File: config.mk
export PLATFORM = sky130hd
export DESIGN_NAME = onepass_counter
export DESIGN_NICKNAME = d
export VERILOG_FILES = /design/src/rtl/onepass_pkg.sv /design/src/rtl/onepass_ctrl.sv /design/src/rtl/onepass_datapath.sv /design/src/rtl/onepass_counter.sv
export SDC_FILE = /design/constraint.sdc
export NUM_CORES = 1
export LEC_CHECK = 0
export ABC_AREA = 0
export BUFFER_PORTS_ARGS = -buffer_cell sky130_fd_sc_hd__buf_2
export CAP_MARGIN = 0
export CORE_MARGIN = 4
export CORE_UTILIZATION = 30
export DETAILED_ROUTE_END_ITERATION = 10
export PLACE_DENSITY = 0.52
export SYNTH_ARGS = -nofsm -noshare
export SYNTH_HDL_FRONTEND = slang
export SYNTH_SLANG_ARGS = --single-unit
File: constraint.sdc
create_clock -name clk -period 1.2 [get_ports clk]
set_input_delay 0.24 -clock clk [delete_from_list [all_inputs] [get_ports clk]]
set_output_delay 0.24 -clock clk [all_outputs]
set_load 0.01 [all_outputs]
File: src/rtl/onepass_pkg.sv
// Shared types for the single-pass counter.
// Assumes nothing beyond IEEE 1800-2017 packages.
package onepass_pkg;

    // Controller phases: waiting for first start, counting, parked at bound.
    typedef enum logic [1:0] {
        PH_IDLE   = 2'd0,
        PH_RUN    = 2'd1,
        PH_PARKED = 2'd2
    } phase_t;

endpackage

File: src/rtl/onepass_ctrl.sv
// Phase controller for the single-pass counter.
// Decides when the datapath loads the lower bound and when it increments.
// Assumes last_step_i is high in the cycle whose increment reaches the
// upper bound. Reset is synchronous, active low.
module onepass_ctrl
    import onepass_pkg::*;
(
    input  logic clk,
    input  logic rst_n,
    input  logic start_i,
    input  logic last_step_i,
    output logic load_o,
    output logic step_o,
    output logic busy_o,
    output logic done_o
);

    phase_t phase_q;
    phase_t phase_d;

    // Next-phase and command decode.
    always_comb begin
        phase_d = phase_q;
        load_o  = 1'b0;
        step_o  = 1'b0;
        case (phase_q)
            PH_IDLE, PH_PARKED: begin
                if (start_i) begin
                    load_o  = 1'b1;
                    phase_d = PH_RUN;
                end
            end
            PH_RUN: begin
                step_o = 1'b1;
                if (last_step_i) begin
                    phase_d = PH_PARKED;
                end
            end
            default: phase_d = PH_IDLE;
        endcase
    end

    // Phase register with synchronous reset.
    always_ff @(posedge clk) begin
        if (!rst_n) phase_q <= PH_IDLE;
        else        phase_q <= phase_d;
    end

    assign busy_o = (phase_q == PH_RUN);
    assign done_o = (phase_q == PH_PARKED);


    parked_hold_chk: assert property (@(posedge clk) disable iff (!rst_n)
        (done_o && !start_i) |=> done_o);


    run_ignores_start_chk: assert property (@(posedge clk) disable iff (!rst_n)
        (busy_o && !last_step_i) |=> busy_o);

endmodule

File: src/rtl/onepass_datapath.sv
// Count register for the single-pass counter.
// Loads LO_VAL on load_i, adds one on step_i, otherwise holds.
// Flags the step that will land on HI_VAL. Assumes LO_VAL < HI_VAL and
// that load_i and step_i are never high together.
module onepass_datapath #(
    parameter int WIDTH  = 8,
    parameter int LO_VAL = 5,
    parameter int HI_VAL = 67
) (
    input  logic             clk,
    input  logic             rst_n,
    input  logic             load_i,
    input  logic             step_i,
    output logic [WIDTH-1:0] count_o,
    output logic             last_step_o
);

    localparam logic [WIDTH-1:0] LO_W    = WIDTH'(LO_VAL);
    localparam logic [WIDTH-1:0] PRE_HI  = WIDTH'(HI_VAL - 1);

    logic [WIDTH-1:0] count_q;

    // Count register: reset, load, step or hold.
    always_ff @(posedge clk) begin
        if (!rst_n)      count_q <= '0;
        else if (load_i) count_q <= LO_W;
        else if (step_i) count_q <= count_q + 1'b1;
    end

    assign count_o     = count_q;
    assign last_step_o = step_i && (count_q == PRE_HI);


    step_adds_one_chk: assert property (@(posedge clk) disable iff (!rst_n)
        step_i |=> (count_q == $past(count_q) + 1'b1));


    idle_hold_chk: assert property (@(posedge clk) disable iff (!rst_n)
        (!load_i && !step_i) |=> $stable(count_q));

endmodule

File: src/rtl/onepass_counter.sv
// Single-pass bounded counter, top level.
// A start pulse loads LO_VAL; the count then rises each edge until HI_VAL,
// where busy drops and done rises, and the count parks. Starts during a
// pass are ignored. Assumes LO_VAL < HI_VAL < 2**WIDTH. Reset synchronous,
// active low.
module onepass_counter #(
    parameter int WIDTH  = 8,
    parameter int LO_VAL = 5,
    parameter int HI_VAL = 67
) (
    input  logic             clk,
    input  logic             rst_n,
    input  logic             start_i,
    output logic [WIDTH-1:0] count_o,
    output logic             busy_o,
    output logic             done_o
);

    localparam logic [WIDTH-1:0] HI_W = WIDTH'(HI_VAL);

    logic load_w;
    logic step_w;
    logic last_w;

    onepass_ctrl u_ctrl (
        .clk        (clk),
        .rst_n      (rst_n),
        .start_i    (start_i),
        .last_step_i(last_w),
        .load_o     (load_w),
        .step_o     (step_w),
        .busy_o     (busy_o),
        .done_o     (done_o)
    );

    onepass_datapath #(
        .WIDTH (WIDTH),
        .LO_VAL(LO_VAL),
        .HI_VAL(HI_VAL)
    ) u_dp (
        .clk        (clk),
        .rst_n      (rst_n),
        .load_i     (load_w),
        .step_i     (step_w),
        .count_o    (count_o),
        .last_step_o(last_w)
    );


    flags_exclusive_chk: assert property (@(posedge clk) disable iff (!rst_n)
        !(busy_o && done_o));


    done_at_bound_chk: assert property (@(posedge clk) disable iff (!rst_n)
        $rose(done_o) |-> (count_o == HI_W && !busy_o));


    parked_at_bound_chk: assert property (@(posedge clk) disable iff (!rst_n)
        done_o |-> (count_o == HI_W));

endmodule

==> flow_metrics.tcl, run 1 <==
set metrics [dict create \
    status "complete, but fails checks" \
    violations "setup timing" \
    worst_slew_margin_rel 0.823 \
    synthArstFlopShare 0 \
    i_o_pin_count 13 \
    kind_of_start_point_of_the_critical_path "flip-flop" \
    wl_met3_microns 81 \
    tritoncts_num_sinks 10 \
    power_leakage_nw 0.384 \
    ys_seq_elements 10 \
    finalCriticalPeriod_ns 1.25 \
    initial_utilization 0.332 \
    pin_count_of_the_biggest_net_entering_global_routing 9 \
    mappedNetlistArea_sq_um 523 \
    clk-insertion-delay-late_ns 0.27 \
    grt_setup_unrepaired "yes" \
    yosys-top-cells-area "dfxtp_1 38%, a21oi_1 5.7%, o31ai_1 5.7%" \
    hold_viol 0 \
    crit_path_max_fo 5 \
    worstSetupPathType "flip-flop to flip-flop" \
    h_tree_lvls 1 \
    seq_area_frac_synth 0.383 \
    insertedDiodeCount 0 \
    vias 542 \
    synth_ff_type "dfxtp_1" \
    number_of_drc_violations_after_detailed_routing_iteration_0 1 \
    final_min_period_over_clock_period 1.04 \
    syn-instance-count 57 \
    highest_layer "met4" \
    final_nets 97 \
    post_route_m1_wl_microns 588 \
    synthesis.nets 62 \
    cts-root-buf "clkbuf_4" \
    layout_setup_ws_ns -0.0515 \
    grt.total_usage 0.128 \
    via_per_inst 5.07 \
    whs_path_depth 3 \
    synth-edff-count 0 \
    row_count 14 \
    placed_area_sq_um 692 \
    grt_pass1_vias 555 \
    die_x_microns 49.8 \
    drt-pass1-iter-count 2 \
    growth_of_design_area_from_synthesis_to_finish_pct 67.0 \
    drt_wl_total_microns 1320 \
    globalRoute.totalOverflow 0 \
    synthDominantAreaCellType "dfxtp_1" \
    buffer_levels_on_the_longest_clock_path 2 \
    critical_path.endpoint_type "flip-flop" \
    yosys.cell_types.count 28 \
    route.detailed.drc 0 \
    drv_slew 0 \
    clock_buffers_created_by_tritoncts 3 \
    synth.yosys.warnings 0 \
    timing.setup.tns_ns -0.104 \
    antenna_violating_nets_post_route 0 \
    buffer_ports.inserted 12 \
    clock_skew_after_layout_ns 0.00743 \
    core_area_sq_mm 0.00158 \
    max_cap_viol_count 0 \
    clock_transition_at_the_registers_of_the_reported_paths_ns 0.07 \
    crit_path_top_delay_cell "or4_4" \
    dieHeight_microns 49.8 \
    total_power_uw 810 \
    die_area_sq_mm 0.00248 \
    timing.critical_path.slowest_cell_delay_ns 0.49 \
    timing.fmax_ghz 0.799 \
    worst-r2r-cell-count 4 \
    path_cells "buf_4 > nand3b_4 > or4_4 > a21oi_2" \
    worst_slew_pin_slew_ns 0.263 \
    final-setup-viol-count 3 \
    first_pass_grt_wire_length_microns 2350 \
    worst_path_required_time_ns 1.40 \
    ir_drop_uv 594 \
    post-synth-top-area-fraction 0.383 \
    fin_area_sq_um 873 \
    routed-wl-met2_microns 630 \
    gp_congestion 0.791 \
    synth_area_per_cell_sq_um 9.18 \
    worstHoldPathType "input port to flip-flop" \
    dp_hpwl_microns 904 \
    utilization 0.554 \
    power_density_of_the_placed_cells_mw_per_mm2 928 \
    cts-hold-fix-buffers 0 \
    cp_data_arrival_time_ns 1.45 \
    clock_tree_from_tritoncts "done" \
    wire_per_inst_microns 12.3 \
    antenna_violations_before_repair 0 \
    layout-drive-gt1-share 0.604 \
]
[stage by stage]
stage          std cells  worst slack, ns  hold WS, ns
3_5_place_dp          96          -0.0930        0.505
5_1_grt              107          -0.0800        0.247
6_report             107          -0.0515        0.244
2_1_floorplan         57          0.00448        0.358
3_3_place_gp          96          -0.0793        0.497
4_1_cts              105          -0.0505        0.222
[worst paths after layout]
| kind | start | end | slack, ns |
|---|---|---|---|
| setup / recovery | u_dp.count_o[0] | u_dp.count_o[7] | -0.05 |
| hold / removal | rst_n | u_dp.count_o[2] | 0.24 |
| setup reg to reg | u_dp.count_o[0] | u_dp.count_o[7] | -0.05 |
| hold reg to reg | u_dp.count_o[4] | u_dp.count_o[4] | 0.52 |
[final cells by class]
type,instances,area (sq um)
sequential,10,215
multi-input combinational,43,362
fill,157,703
inverter,3,11.3
tap,16,20.0
timing repair buffer,31,229
clock buffer,4,36.3
[cell usage after synthesis, types with 2 or more instances]
cell type   n
a21boi_0    2
a21oi_1     6
dfxtp_1    10
ha_1        2
inv_1       3
nand2_1     2
nand2b_1    2
nand3_1     2
nor2b_1     3
o21ai_0     3
o31ai_1     4
or3_1       2
[cells by family after synthesis]
kind of cell / after synthesis / share of synthesized area
flip-flops: 10 / 0.383
AO/OA/AOI/OAI: 18 / 0.218
AND/OR/NAND/NOR: 21 / 0.282
buffers and inverters: 4 / 0.0359
XOR/XNOR: 2 / 0.0335
adder cells (fa/ha/maj): 2 / 0.0478
[placed cells by master, fill, tap and decap left out, drive strengths merged]
cell type | synthesis | layout
o21ai | 3 | 3
or3 | 3 | 3
o21a | 1 | 1
xnor2 | 1 | 1
ha | 2 | 2
nand2 | 3 | 3
nand2b | 2 | 2
nand4 | 1 | 1
dfxtp | 10 | 10
buf | 1 | 31
nor2b | 3 | 3
o31ai | 4 | 4
a21boi | 2 | 2
or4 | 2 | 2
nand3b | 1 | 1
clkbuf | 0 | 4
nor4bb | 1 | 1
nand4b | 1 | 1
inv | 3 | 3
nor2 | 1 | 1
nor3 | 1 | 1
nand3 | 2 | 2
xor2 | 1 | 1
a211oi | 1 | 1
a21oi | 7 | 7
[critical path: cells and delay by family (launching register included)]
kind | cells | cell delay [ns]
AND/OR/NAND/NOR | 2 | 0.58
flip-flops | 1 | 0.38
buffers and inverters | 1 | 0.12
AO/OA/AOI/OAI | 1 | 0.11
[flip-flops by register name (all words and copies together) (netlist names)]
signal and flops:
u_dp.count_o 8, u_ctrl.phase_q 2
[power breakdown]
| part | leakage, nW | switching [mW] | internal (mW) |
|---|---|---|---|
| clock | 0.0210 | 0.117 | 0.184 |
| combinational | 0.278 | 0.0643 | 0.0823 |
| sequential | 0.0853 | 0.0177 | 0.345 |
| total | 0.384 | 0.199 | 0.611 |
[per-layer routing]
layer / vias up / track usage
met3: 2 / 0.0633
met4: 0 / 0.0553
met5: - / 0
met2: 12 / 0.216
met1: 247 / 0.132
li1: 281 / -
[repair_timing]
| item | 4_1_cts | 5_1_grt |
|---|---|---|
| gates resized for setup | 20 | 4 |
| endpoints found under the setup margin | 8 | 8 |
| endpoints found under the hold margin | 0 | 0 |
| cloned | 0 | 0 |
| buffers inserted | 6 | 2 |
| pin swaps | 4 | 5 |
Power figures use the tool's default switching activity.
==> inputs of run 2 (changes only) <==
Settings changed: CORE_AREA set to 4 4 41 43, CORE_MARGIN 4 to not set, CORE_UTILIZATION 30 to not set, DIE_AREA set to 0 0 45 47, PLACE_DENSITY 0.52 to 0.64.
==> run 2 against run 1 <==
Against the previous run:
- the run still ends with setup timing left
- via count shrank 1.1%
- maximum frequency grew 1.8%
- total power shrank 12%
- final cell count shrank 5.6%
- first-iteration DRC count is the same
- die area shrank 15%
- largest cell class unchanged
- flip-flop and latch count is the same
- highest routed layer unchanged
- clock power shrank 26%
==> flow_metrics.tcl, run 2 (synthesis gave the netlist of run 1 again) <==
set metrics [dict create \
    ir_drop_uv 449 \
    clk-insertion-delay-late_ns 0.26 \
    cp_data_arrival_time_ns 0.99 \
    clock_skew_after_layout_ns 0.000651 \
    layout-drive-gt1-share 0.581 \
    multiInputGateArea_sq_um 363 \
    worstHoldPathType "input port to flip-flop" \
    dieHeight_microns 47 \
    final-setup-viol-count 3 \
    clock_tree_from_tritoncts "done" \
    kind_of_start_point_of_the_critical_path "flip-flop" \
    power_leakage_nw 0.352 \
    timing.setup.tns_ns -0.0492 \
    largest_register_ffs 8 \
    worst_slew_margin_rel 0.822 \
    numPlacedInstances 92 \
    worstSetupPathType "flip-flop to primary output" \
    globalRoute.totalOverflow 0 \
    clock_transition_at_the_registers_of_the_reported_paths_ns 0.06 \
    layout_commonest_cell "buf_4" \
    drv_slew 0 \
    clock_buffers_created_by_tritoncts 3 \
    antenna_violations_before_repair 0 \
    core_area_sq_mm 0.00130 \
    ff2ff_setup_slack_ns 0 \
    die_area_sq_mm 0.00212 \
    antenna_violating_nets_post_route 0 \
    finalCriticalPeriod_ns 1.23 \
    layout_setup_ws_ns -0.0296 \
    via_per_inst 5.31 \
    insertedDiodeCount 0 \
    groute.layer.met2.usage 0.237 \
    globalRouteMet1Util 0.140 \
    initial_utilization 0.402 \
    hold_viol 0 \
    buffer_levels_on_the_longest_clock_path 2 \
    final_nets 93 \
    violations "setup timing" \
    grt_most_used_layer "met2" \
    number_of_drc_violations_after_detailed_routing_iteration_0 1 \
    cts-hold-fix-buffers 0 \
    wire_per_inst_microns 12.4 \
    drt-pass1-iter-count 3 \
    num-fill-cells 111 \
    max_cap_viol_count 0 \
    row_count 13 \
    status "complete, but fails checks" \
    cts-root-buf "clkbuf_4" \
    i_o_pin_count 13 \
    die_x_microns 45 \
    h_tree_lvls 1 \
    pin_count_of_the_biggest_net_entering_global_routing 8 \
    critical_path.endpoint_type "primary output" \
    dp_hpwl_microns 896 \
    route.detailed.drc 0 \
    power_density_of_the_placed_cells_mw_per_mm2 857 \
    timing.fmax_ghz 0.813 \
    gp_congestion 0.708 \
    grt_setup_unrepaired "yes" \
    final_min_period_over_clock_period 1.02 \
    seqCellArea_sq_um 225 \
    growth_of_design_area_from_synthesis_to_finish_pct 59.3 \
    fin_cells 101 \
    grt_use_met3 0.0575 \
    grt_pass1_vias 494 \
    worst_slew_pin_slew_ns 0.265 \
    grt.total_usage 0.132 \
    buffer_ports.inserted 12 \
    vias 536 \
    tritoncts_num_sinks 10 \
    layout_common_cells "13 x buf_4, 10 x buf_2, 6 x dfxtp_4, 5 x a21oi_1" \
    crit_path_max_fo 4 \
    drt_wl_total_microns 1250 \
    worst_path_required_time_ns 0.96 \
    first_pass_grt_wire_length_microns 2030 \
]
==> run 2: routing by layer <==
metal | wire length [microns] | part of all wire
met5 | 0 | 0
met4 | 10 | 0.0080
met3 | 80 | 0.064
met2 | 676 | 0.54
met1 | 484 | 0.39
==> run 2: worst max-delay path, cell delays in order (launching register included) <==
cell	delay, ns
dfxtp_4	0.36
buf_6	0.11
nor2b_4	0.15
buf_6	0.11
==> run 2: final cells by class <==
type,count,area share
well taps,15,0.0225
flip-flops and latches,10,0.270
multi-input cells,43,0.435
repair buffers,27,0.231
inverters,3,0.0135
clock buffers,3,0.0270
==> run 2: worst paths after layout <==
path                                     endpoint         startpoint  cells after the start
worst max-delay path                       done_o  u_ctrl.phase_q[1]                      3
worst max register to register    u_dp.count_o[7]  u_ctrl.phase_q[1]                      3
worst min register to register    u_dp.count_o[5]    u_dp.count_o[5]                      2
worst min-delay path            u_ctrl.phase_q[0]              rst_n                      2
==> run 2: report_power, final <==
group | internal [mW] | switching [mW]
sequential | 0.338 | 0.0214
clock | 0.116 | 0.107
combinational | 0.0742 | 0.0588
==> run 2: stage by stage <==
step	worst slack (ns)	area [sq um]	power, mW	util	hold WS (ns)
after floorplan	0.00448	529	0.426	-	0.358
after global placement	-0.103	668	0.477	0.513	0.497
after detailed placement	-0.0772	668	0.478	0.513	0.498
after CTS	-0.0333	766	0.714	0.588	0.232
after global routing	-0.0799	833	0.756	0.640	0.234
final	-0.0296	833	0.714	0.640	0.236
==> run 2: repair_timing <==
item                       CTS  global route
setup buffers                4             2
pin swaps                    1             5
setup endpoints to repair    7             8
resized for setup           12            16
==> inputs of run 3 (changes only) <==
==> constraint.sdc (replaced) <==
create_clock -name clk -period 1.2 [get_ports clk]
set_input_delay 0.06 -clock clk [delete_from_list [all_inputs] [get_ports clk]]
set_output_delay 0.06 -clock clk [all_outputs]
set_load 0.01 [all_outputs]
==> run 3 against run 2 <==
Against the previous run:
- the flow still finishes with violations (setup timing)
- hold slack got worse by 0.17 ns
- register-to-register slack got worse by 0.03 ns
- maximum frequency about the same
- worst setup slack about the same
- sequential share of layout area increased by 1.9 points
- largest cell class unchanged
- utilization decreased by 5.5 points
- largest power group unchanged
==> flow_metrics.tcl, run 3 (synthesis gave the netlist of run 1 again) <==
set metrics [dict create \
    cp_data_arrival_time_ns 1.41 \
    share_clk_of_total_power 0.302 \
    hold_viol 0 \
    hp-start "rst_n" \
    buffer_ports.inserted 12 \
    largest_register_ffs 8 \
    tritoncts_num_sinks 10 \
    layout-drive-gt1-share 0.506 \
    switching_share 0.246 \
    dp_hpwl_microns 920 \
    first_pass_grt_wire_length_microns 1990 \
    cts-root-buf "clkbuf_4" \
    growth_of_design_area_from_synthesis_to_finish_pct 45.7 \
    worstSetupPathType "flip-flop to flip-flop" \
    grt_pass1_vias 484 \
    worst_r2r_endpoint "u_dp.count_o[5]" \
    antenna_violating_nets_post_route 0 \
    fin_hold_ws_ns 0.0700 \
    clk-insertion-delay-late_ns 0.26 \
    multiInputGateArea_sq_um 334 \
    row_count 13 \
    h_tree_lvls 1 \
    clock_buffers_created_by_tritoncts 3 \
    drt_wl_total_microns 1220 \
    path_cells "nand2_1 > or4_1 > a21oi_1" \
    status "complete, but fails checks" \
    number_of_drc_violations_after_detailed_routing_iteration_0 4 \
    clock_skew_after_layout_ns 0.00287 \
    timing.fmax_ghz 0.813 \
    layout_commonest_cell "buf_2" \
    critical_path.endpoint_type "flip-flop" \
    kind_of_start_point_of_the_critical_path "flip-flop" \
    clock_transition_at_the_registers_of_the_reported_paths_ns 0.06 \
    globalRoute.totalOverflow 0 \
    clock_tree_from_tritoncts "done" \
    via_per_inst 5.53 \
    grt.total_usage 0.134 \
    layout_setup_ws_ns -0.0296 \
    final_nets 86 \
    route.detailed.drc 0 \
    ir_drop_uv 476 \
    drt-pass1-iter-count 4 \
    final_min_period_over_clock_period 1.02 \
    worst_slew_pin_slew_ns 0.266 \
    worst_hold_path.endpoint "u_dp.count_o[2]" \
    pwr-share-seq 0.508 \
    power.combinational.fraction 0.190 \
    max_cap_viol_count 0 \
    cts-hold-fix-buffers 0 \
    netSwitchingPower_uw 174 \
    core_area_sq_mm 0.00130 \
    crit_path_top_delay_cell "or4_1" \
    total_power_uw 708 \
    worst-r2r-cell-count 3 \
    finalCriticalPeriod_ns 1.23 \
    utilization 0.586 \
    layout_common_cells "11 x buf_2, 5 x buf_4" \
    worst_path_required_time_ns 1.38 \
    worstHoldPathType "input port to flip-flop" \
    insertedDiodeCount 0 \
    whs_path_depth 3 \
    drv_slew 0 \
    gp_congestion 0.720 \
    num-fill-cells 125 \
    crit_path_max_fo 7 \
    i_o_pin_count 13 \
    ff2ff_setup_slack_ns -0.03 \
    dieHeight_microns 47 \
    seqCellArea_sq_um 220 \
    power_density_of_the_placed_cells_mw_per_mm2 929 \
    wire_per_inst_microns 13.0 \
    violations "setup timing" \
    die_area_sq_mm 0.00212 \
    final-setup-viol-count 3 \
    buffer_levels_on_the_longest_clock_path 2 \
    vias 520 \
    regToRegStartpoint "u_dp.count_o[4]" \
    timing.setup.tns_ns -0.0583 \
    worst_slew_margin_rel 0.821 \
    cellInternalPower_uw 534 \
    grt_setup_unrepaired "yes" \
    initial_utilization 0.402 \
    antenna_violations_before_repair 0 \
    power_leakage_nw 0.328 \
    timing.critical_path.slowest_cell_delay_ns 0.52 \
    pin_count_of_the_biggest_net_entering_global_routing 9 \
    dpl_worst_slack_ns -0.0956 \
    die_x_microns 45 \
]
run 3: changes by cell type in the layout (fill, tap and decap cells not counted), moves of 2 or more:
cell	previous run	this run
buf_12	0	2
buf_4	13	5
buf_6	4	2
dfxtp_2	2	4
dfxtp_4	6	4
ha_1	0	2
ha_4	2	0
run 3: how the worst max path moves through the flow:
stage	from	end	slack (ns)	cells past startpoint
6_report	u_dp.count_o[4]	u_dp.count_o[5]	-0.03	3
5_1_grt	u_dp.count_o[0]	u_dp.count_o[6]	-0.10	4
4_1_cts	u_dp.count_o[0]	u_dp.count_o[4]	-0.02	4
3_5_place_dp	u_dp.count_o[0]	u_ctrl.phase_q[0]	-0.1	5
3_3_place_gp	u_dp.count_o[0]	u_ctrl.phase_q[0]	-0.07	5
2_1_floorplan	u_dp.count_o[0]	u_dp.count_o[4]	0.004	4
run 3: area by class of cell:
class,instances,area share
clock buffer,3,0.0296
multi-input combinational,43,0.438
sequential,10,0.289
tap,15,0.0246
timing repair buffer,20,0.204
inverter,3,0.0148
run 3: through the flow:
step,std cells,area (sq um)
6_report,94,762
5_1_grt,94,762
4_1_cts,93,732
3_5_place_dp,90,678
3_3_place_gp,90,678
2_1_floorplan,57,529
run 3: critical path: cells and delay by family, from the launching register on:
family	cells	cell delay, ns
AOI/OAI and AO/OA	1	0.16
and+or+nand+nor	2	0.61
DFF	1	0.38
run 3: power by group through the flow:
stage               Combinational (mW)  Sequential [mW]  Clock (mW)
floorplan                       0.0522            0.374           0
global placement                 0.118            0.370           0
detailed placement               0.120            0.371           0
CTS                              0.125            0.362       0.224
global route                     0.150            0.361       0.244
finish                           0.134            0.360       0.214
run 3: what timing repair did:
item,CTS,global route
gates resized for setup,10,7
setup endpoints to repair,7,8
pin swaps,2,1
buffers inserted,0,1
hold endpoints to repair,0,0
cloned,0,0
run 3: metal layers:
metal / part of all wire / global-route usage / up-vias
met5: 0 / 0 / -
met4: 0.026 / 0.0877 / 0
met3: 0.070 / 0.0383 / 4
met2: 0.51 / 0.237 / 20
met1: 0.40 / 0.137 / 238
li1: - / - / 258
